$ cat src/rtl/thermal_alert.sv
module thermal_alert #(
  parameter int TW = 8,
  parameter logic [TW-1:0] CRIT_CODE = TW'(125)
) (
  input  logic          clk,
  input  logic          rst_n,
  input  logic [TW-1:0] temp_code,
  input  logic [TW-1:0] trip_thresh,
  input  logic          lowpwr,
  input  logic          irq_en_rise,
  input  logic          irq_en_fall,
  input  logic          sts_wr,
  input  logic          sts_wdata,
  output logic          hot_n,
  output logic          irq_pulse,
  output logic          irq_sts,
  output logic          trip_n
);

  logic hot_q, irq_q, sts_q, trip_q;
  logic above, hot_d, rise, fall, irq_d, clr, crit;

  assign above = temp_code > trip_thresh;
  assign crit  = temp_code >= CRIT_CODE;
  // low power freezes the hot state: no new assertion, no release
  assign hot_d = lowpwr ? hot_q : above;
  assign rise  = hot_d & ~hot_q;
  assign fall  = ~hot_d & hot_q;
  assign irq_d = (rise & irq_en_rise) | (fall & irq_en_fall);
  assign clr   = sts_wr & sts_wdata;

  always_ff @(posedge clk or negedge rst_n) begin
    if (!rst_n) begin
      hot_q  <= 1'b0;
      irq_q  <= 1'b0;
      sts_q  <= 1'b0;
      trip_q <= 1'b0;
    end else begin
      hot_q  <= hot_d;
      irq_q  <= irq_d;
      sts_q  <= irq_d | (sts_q & ~clr);
      trip_q <= trip_q | crit;
    end
  end

  assign hot_n     = ~hot_q;
  assign irq_pulse = irq_q;
  assign irq_sts   = sts_q;
  assign trip_n    = ~trip_q;

endmodule

$ cat config.mk
export PLATFORM = sky130hd
export DESIGN_NAME = thermal_alert
export DESIGN_NICKNAME = d
export VERILOG_FILES = /design/src/rtl/thermal_alert.sv
export SDC_FILE = /design/constraint.sdc
export NUM_CORES = 1
export LEC_CHECK = 0
export ABC_CLOCK_PERIOD_IN_PS = 2100
export BUFFER_PORTS_ARGS = -buffer_cell sky130_fd_sc_hd__buf_2
export CAP_MARGIN = 30
export CORE_AREA = 5 5 42 44
export DETAILED_ROUTE_END_ITERATION = 6
export DIE_AREA = 0 0 47 49
export PLACE_DENSITY = 0.63
export SYNTH_ARGS = -nofsm -noshare
export SYNTH_HDL_FRONTEND = slang
export SYNTH_SLANG_ARGS = --single-unit
$ cat constraint.sdc
create_clock -name clk -period 2.1 [get_ports clk]
set_input_delay 0.42 -clock clk [delete_from_list [all_inputs] [get_ports clk]]
set_output_delay 0.42 -clock clk [all_outputs]
set_load 0.005 [all_outputs]
==> metrics.md, run 1 <==
| Metric | Value |
|---|---|
| CP endpoint kind | `flop` |
| Yosys warns | `0` |
| Row Count | `14` |
| P&R area growth vs syn | `47.71%` |
| Worst Reg2Reg Path Length in Cells | `3` |
| CTS root buffer | `clkbuf_4` |
| Synthesized area per cell | `7.976 um2` |
| Clk buf depth | `2` |
| Status | `finished clean` |
| Number of global-route vias before repair | `393` |
| First-pass GRT wire length | `1.283 mm` |
| Initial antenna violation count | `0` |
| Hold EP | `trip_q$_DFF_PN0_` |
| Largest net degree at the start of global routing | `5` |
| IR drop worst, VDD | `109.5 uV` |
| Share of cells above drive strength 1 | `37.18%` |
| Core Util, Final | `40.36%` |
| Flop-to-flop setup slack | `1170 ps` |
| Resize count post-CTS | `0` |
| Leakage | `0.3416 nW` |
| Routed Antenna Nets | `0` |
| Multiplexer share of the synthesized area | `0%` |
| Post-layout net count | `111` |
| Syn nets | `79` |
| PwrDens | `471.9 nW/um2` |
| Detailed Route WL | `863 um` |
| WHS Path Cells | `3` |
| Post-CTS Setup Bufs | `0` |
| Final Instance Area | `565.5 um2` |
| Final hold vios | `0` |
| Period Utilization, post-route | `75.68%` |
| Synth Register Bits | `4` |
| WS Path Type | `primary input to flop` |
| CP required | `2250 ps` |
| DIE AREA | `2303 um2` |
| Placed Instances | `90` |
| WL/cell | `9.181 um` |
| Hold Slack | `416.6 ps` |
| CTS tree | `done` |
| Synth Area in Compound Gates | `16.99%` |
| Largest family of logic cells by synthesized area | `adder cells` |
| Initial core utilization | `27.32%` |
| Mapped Cells | `48` |
| ANT cells | `0` |
| Routability congestion estimate | `0.6234` |
| Clock latency on the worst-skew pair | `230 ps` |
| Min Tclk post-route | `1589 ps` |
| Hold/Removal Path Class | `primary input to flop` |
| Max-cap check violation count | `0` |
| RSZ-0062 raised after global routing | `false` |
| Area share of and/or/nand/nor cells after synthesis | `20.92%` |
| Crit Path Max Fanout | `3` |
| Cts bufs inserted | `3` |
| Fill count | `158` |
| Measured slew at the worst slew-check pin | `248.5 ps` |
| Setup violations, final | `0` |
| Synthesized cell area | `382.9 um2` |
| Slew margin rel. | `83.34%` |
| Total grt overflow | `0` |
| Initial DRC Count | `3` |
| Seq/Total Area, Yosys | `26.14%` |
| Via count | `432` |
| Fmax achieved | `629.2 MHz` |
| DRC | `0` |
| GRT Total Usage | `7.530%` |
| Slew Limit Fails | `0` |
| Crit Reg-Reg Endpoint | `irq_sts$_DFF_PN0_` |
| Core Box Area | `1401 um2` |
| Post-DP Area | `533.0 um2` |
| Port Buf Inserts | `26` |
| Max Clock Skew | `2.085 ps` |
| Post-DP HPWL | `809.3 um` |
| FF-to-FF Start | `hot_q$_DFF_PN0_` |
| I/O pin cnt | `27` |
| Unique cell type count in the Yosys netlist | `17` |
| Critical path arrival | `1740 ps` |
| Nature of the critical path startpoint | `primary input` |
| XOR/XNOR Fraction of Synth Area | `0%` |
| Die height | `49 um` |
| Hold Startpoint | `temp_code[7]` |
| Width of the die | `47 um` |
| Final setup TNS | `0 ps` |
| H-tree Lvls | `1` |
| Drt pass-1 iters | `3` |
| Via density | `4.596` |
| Clock sink total | `4` |
| Worst-path clk slew | `40 ps` |
| Post-Synth Adder-Cell Area | `26.14%` |
| Final cell count without fillers | `94` |
registers in the layout, summed over array words and instances, names as in the netlist:
name       cells
trip_q         1
hot_q          1
irq_pulse      1
irq_sts        1
layout make-up:
cell class | instances | area, um2 | area share [%]
clock buffers | 3 | 22.52 | 3.982
repair buffers | 27 | 140.1 | 24.78
flip-flops and latches | 4 | 100.1 | 17.70
well taps | 16 | 20.02 | 3.540
inverters | 10 | 37.54 | 6.637
multi-input cells | 34 | 245.2 | 43.36
worst max-delay path, cell delays in order:
cell	delay, ps
buf_2	100
ha_1	310
a41o_1	230
a21oi_1	130
nor3_1	70
or3_1	380
o211ai_1	90
placed cells by master (no fill, tap or decap), drive strengths merged, types with 2 or more instances in the layout:
master,count
a21oi,2
buf,26
clkbuf,3
dfrtp,4
ha,8
inv,10
nand2,5
nand4,3
nor2,3
o211ai,2
o21ai,3
metal layers:
metal / vias up / routed length [um] / global-route usage (%)
met5: - / 0 / 0
met4: 0 / 16 / 5.530
met3: 2 / 89 / 1.845
met2: 17 / 427 / 12.90
met1: 184 / 329 / 7.237
li1: 229 / - / -
power by group:
group | switching, W | total (W) | internal, W
Combinational | 0.0000386 | 0.0000831 | 0.0000445
Sequential | 0.00000440 | 0.0000911 | 0.0000867
Clock | 0.0000289 | 0.0000927 | 0.0000637
Total | 0.0000720 | 0.000267 | 0.000195
cells in the mapped netlist:
| library cell | instances | share of area, % |
|---|---|---|
| ha_1 | 8 | 26 |
| a211oi_1 | 1 | 2.0 |
| nor3_1 | 1 | 1.3 |
| nand2_1 | 5 | 4.9 |
| inv_1 | 10 | 9.8 |
| a41o_1 | 1 | 2.6 |
| nor2b_1 | 1 | 1.6 |
| nor2_1 | 3 | 2.9 |
| o211ai_1 | 2 | 3.9 |
| a21oi_1 | 2 | 2.6 |
| o21ai_0 | 3 | 3.9 |
| nand4_1 | 3 | 4.9 |
| a21o_1 | 1 | 2.0 |
| nand2b_1 | 1 | 1.6 |
| or3_1 | 1 | 1.6 |
| nand3b_1 | 1 | 2.0 |
| dfrtp_1 | 4 | 26 |
kinds of logic (layout without fill, tap and decap cells):
kind of cell / after synthesis / in the layout
adders and majority gates: 8 / 8
DFF: 4 / 4
AOI/OAI and AO/OA: 10 / 10
buffers and inverters: 10 / 40
and+or+nand+nor: 16 / 16
worst max path at each step:
stage                    from                  end  slack [ps]
4_1_cts          temp_code[7]    irq_sts$_DFF_PN0_         510
2_1_floorplan  trip_thresh[7]    irq_sts$_DFF_PN0_         440
5_1_grt          temp_code[7]  irq_pulse$_DFF_PN0_         440
3_5_place_dp     temp_code[7]    irq_sts$_DFF_PN0_         270
6_report         temp_code[7]    irq_sts$_DFF_PN0_         510
3_3_place_gp     temp_code[7]    irq_sts$_DFF_PN0_         300
timing repair:
action / 4_1_cts / 5_1_grt
endpoints found under the setup margin: 0 / 0
endpoints found under the hold margin: 4 / 0
hold buffers: 1 / 0
per-stage QoR:
| stage | setup WS [ps] | total power, W |
|---|---|---|
| floorplan | 443.8 | 0.0001340 |
| global placement | 299.0 | 0.0001738 |
| detailed placement | 266.0 | 0.0001758 |
| CTS | 511.5 | 0.0002751 |
| global route | 444.5 | 0.0002887 |
| finish | 510.8 | 0.0002669 |
Note: power is estimated with default switching activity, not from simulation.
==> run 2, diff against run 1 <==
Settings changed: ABC_CLOCK_PERIOD_IN_PS 2100 to 1500.
Clock period 2.1 ns to 1.5 ns, I/O delays scaled along.
==> metrics.md, run 2 (synthesized netlist as in run 1, its figures left out) <==
| Metric | Value |
|---|---|
| Status | `finished clean` |
| Clk buf depth | `2` |
| Setup violations, final | `0` |
| Min Tclk post-route | `1399 ps` |
| Initial core utilization | `27.32%` |
| CTS tree | `done` |
| ANT cells | `0` |
| Width of the die | `47 um` |
| Total grt overflow | `0` |
| Post-layout net count | `112` |
| Clock latency on the worst-skew pair | `240 ps` |
| Via density | `4.600` |
| Max-cap check violation count | `0` |
| Hold/Removal Path Class | `primary input to flop` |
| Post-DP HPWL | `827.4 um` |
| Hold Startpoint | `temp_code[7]` |
| First-pass GRT wire length | `1.704 mm` |
| H-tree Lvls | `1` |
| Final Instance Area | `603.1 um2` |
| Crit Path Max Fanout | `2` |
| Initial DRC Count | `3` |
| DP Worst Slack | `-138.9 ps` |
| Final WS setup | `101.2 ps` |
| Drt pass-1 iters | `2` |
| Most common cell after layout, fill and taps aside | `buf_2` |
| Worst-path clk slew | `40 ps` |
| Routed Antenna Nets | `0` |
| Initial antenna violation count | `0` |
| Crit path launch | `temp_code[1]` |
| RSZ-0062 raised after global routing | `false` |
| DRC | `0` |
| Post-DP Area | `565.5 um2` |
| Critical path's slowest cell | `or3_1` |
| Final cell count without fillers | `95` |
| Via count | `437` |
| Row Count | `14` |
| Post-CTS Setup Bufs | `0` |
| WP buf/inv | `1` |
| Measured slew at the worst slew-check pin | `206.4 ps` |
| Most frequent cells in the layout | `26 x buf_2, 10 x inv_1, 6 x ha_1` |
| Detailed Route WL | `976 um` |
| WL/cell | `10.27 um` |
| Top Family by Delay on Critical Path | `simple AND/OR/NAND/NOR gates` |
| CTS root buffer | `clkbuf_4` |
| Port Buf Inserts | `26` |
| Fmax achieved | `714.9 MHz` |
| Slew Limit Fails | `0` |
| Die height | `49 um` |
| Share of cells above drive strength 1 | `41.77%` |
| Slew margin rel. | `86.13%` |
| Final hold vios | `0` |
| PwrDens | `658.9 nW/um2` |
| Routability congestion estimate | `0.6209` |
| Hold Slack | `316.4 ps` |
| Placed Instances | `91` |
| DIE AREA | `2303 um2` |
| IR drop worst, VDD | `287.9 uV` |
| Nature of the critical path startpoint | `primary input` |
| Number of global-route vias before repair | `433` |
| CP max stage delay | `330 ps` |
| WS Path Type | `primary input to flop` |
| Critical path arrival | `1560 ps` |
| Clock sink total | `4` |
| CP endpoint kind | `flop` |
| CP required | `1660 ps` |
| Largest net degree at the start of global routing | `5` |
| Crit path cell chain | `buf_2, ha_1, nor2b_1, o211ai_1, a211oi_2, or3_1, o21ai_1` |
| Cts bufs inserted | `3` |
| GRT Total Usage | `10.02%` |
| I/O pin cnt | `27` |
| FF-to-FF Start | `hot_q$_DFF_PN0_` |
| Core Box Area | `1401 um2` |
| Leakage | `0.3465 nW` |
| P&R area growth vs syn | `57.52%` |
| Period Utilization, post-route | `93.26%` |
| Max Clock Skew | `5.894 ps` |
## run 2: cell count changes in the layout (fill, tap and decap cells not counted), sizes merged
| cell | previous run | this run |
|---|---|---|
| buf | 26 | 27 |
## run 2: through the flow
| step | power, W | TNS (ps) | util (%) |
|---|---|---|---|
| global route | 0.0004297 | 0 | 43.04 |
| global placement | 0.0002535 | -259.8 | 40.36 |
| floorplan | 0.0001922 | 0 | - |
| CTS | 0.0004057 | 0 | 42.68 |
| finish | 0.0003974 | 0 | 43.04 |
| detailed placement | 0.0002554 | -272.7 | 40.36 |
## run 2: final timing paths
kind | endpoint | slack (ps) | cells past startpoint
hold reg to reg | trip_q$_DFF_PN0_ | 460 | 2
min in group asynchronous | hot_q$_DFF_PN0_ | 390 | 2
setup reg to reg | irq_pulse$_DFF_PN0_ | 520 | 3
hold / removal | trip_q$_DFF_PN0_ | 320 | 3
max in group asynchronous | trip_q$_DFF_PN0_ | 990 | 2
setup / recovery | irq_pulse$_DFF_PN0_ | 100 | 7
## run 2: timing repair
action                                  CTS  global route
endpoints found under the hold margin     4             0
endpoints found under the setup margin    0             1
resized for setup                         0             2
hold buffers                              1             0
## run 2: cell type report
| cell class | count | area (um2) |
|---|---|---|
| Fill cell | 157 | 798.3 |
| Timing Repair Buffer | 28 | 147.6 |
| Tap cell | 16 | 20.02 |
| Multi-Input combinational cell | 34 | 275.3 |
| Inverter | 10 | 37.54 |
| Sequential cell | 4 | 100.1 |
| Clock buffer | 3 | 22.52 |
## run 2: report_power, final
group / internal [W] / switching (W) / leakage (nW)
Sequential: 0.000121 / 0.00000652 / 0.0469
Combinational: 0.0000689 / 0.0000599 / 0.286
Clock: 0.0000900 / 0.0000508 / 0.0138
Total: 0.000280 / 0.000117 / 0.347
## run 2: per-layer routing
layer | GRT usage [%] | vias up | part of all wire (%)
li1 | - | 228 | -
met3 | 0.7380 | 2 | 6.8
met5 | 0 | - | 0
met1 | 10.62 | 194 | 34
met2 | 17.42 | 13 | 57
met4 | 6.912 | 0 | 1.9
## run 2: worst reg2reg max path, stage by stage, from the launching register on
cell and delay, ps:
dfrtp_1 370, nand3b_1 80, or3_1 360, o21ai_1 100
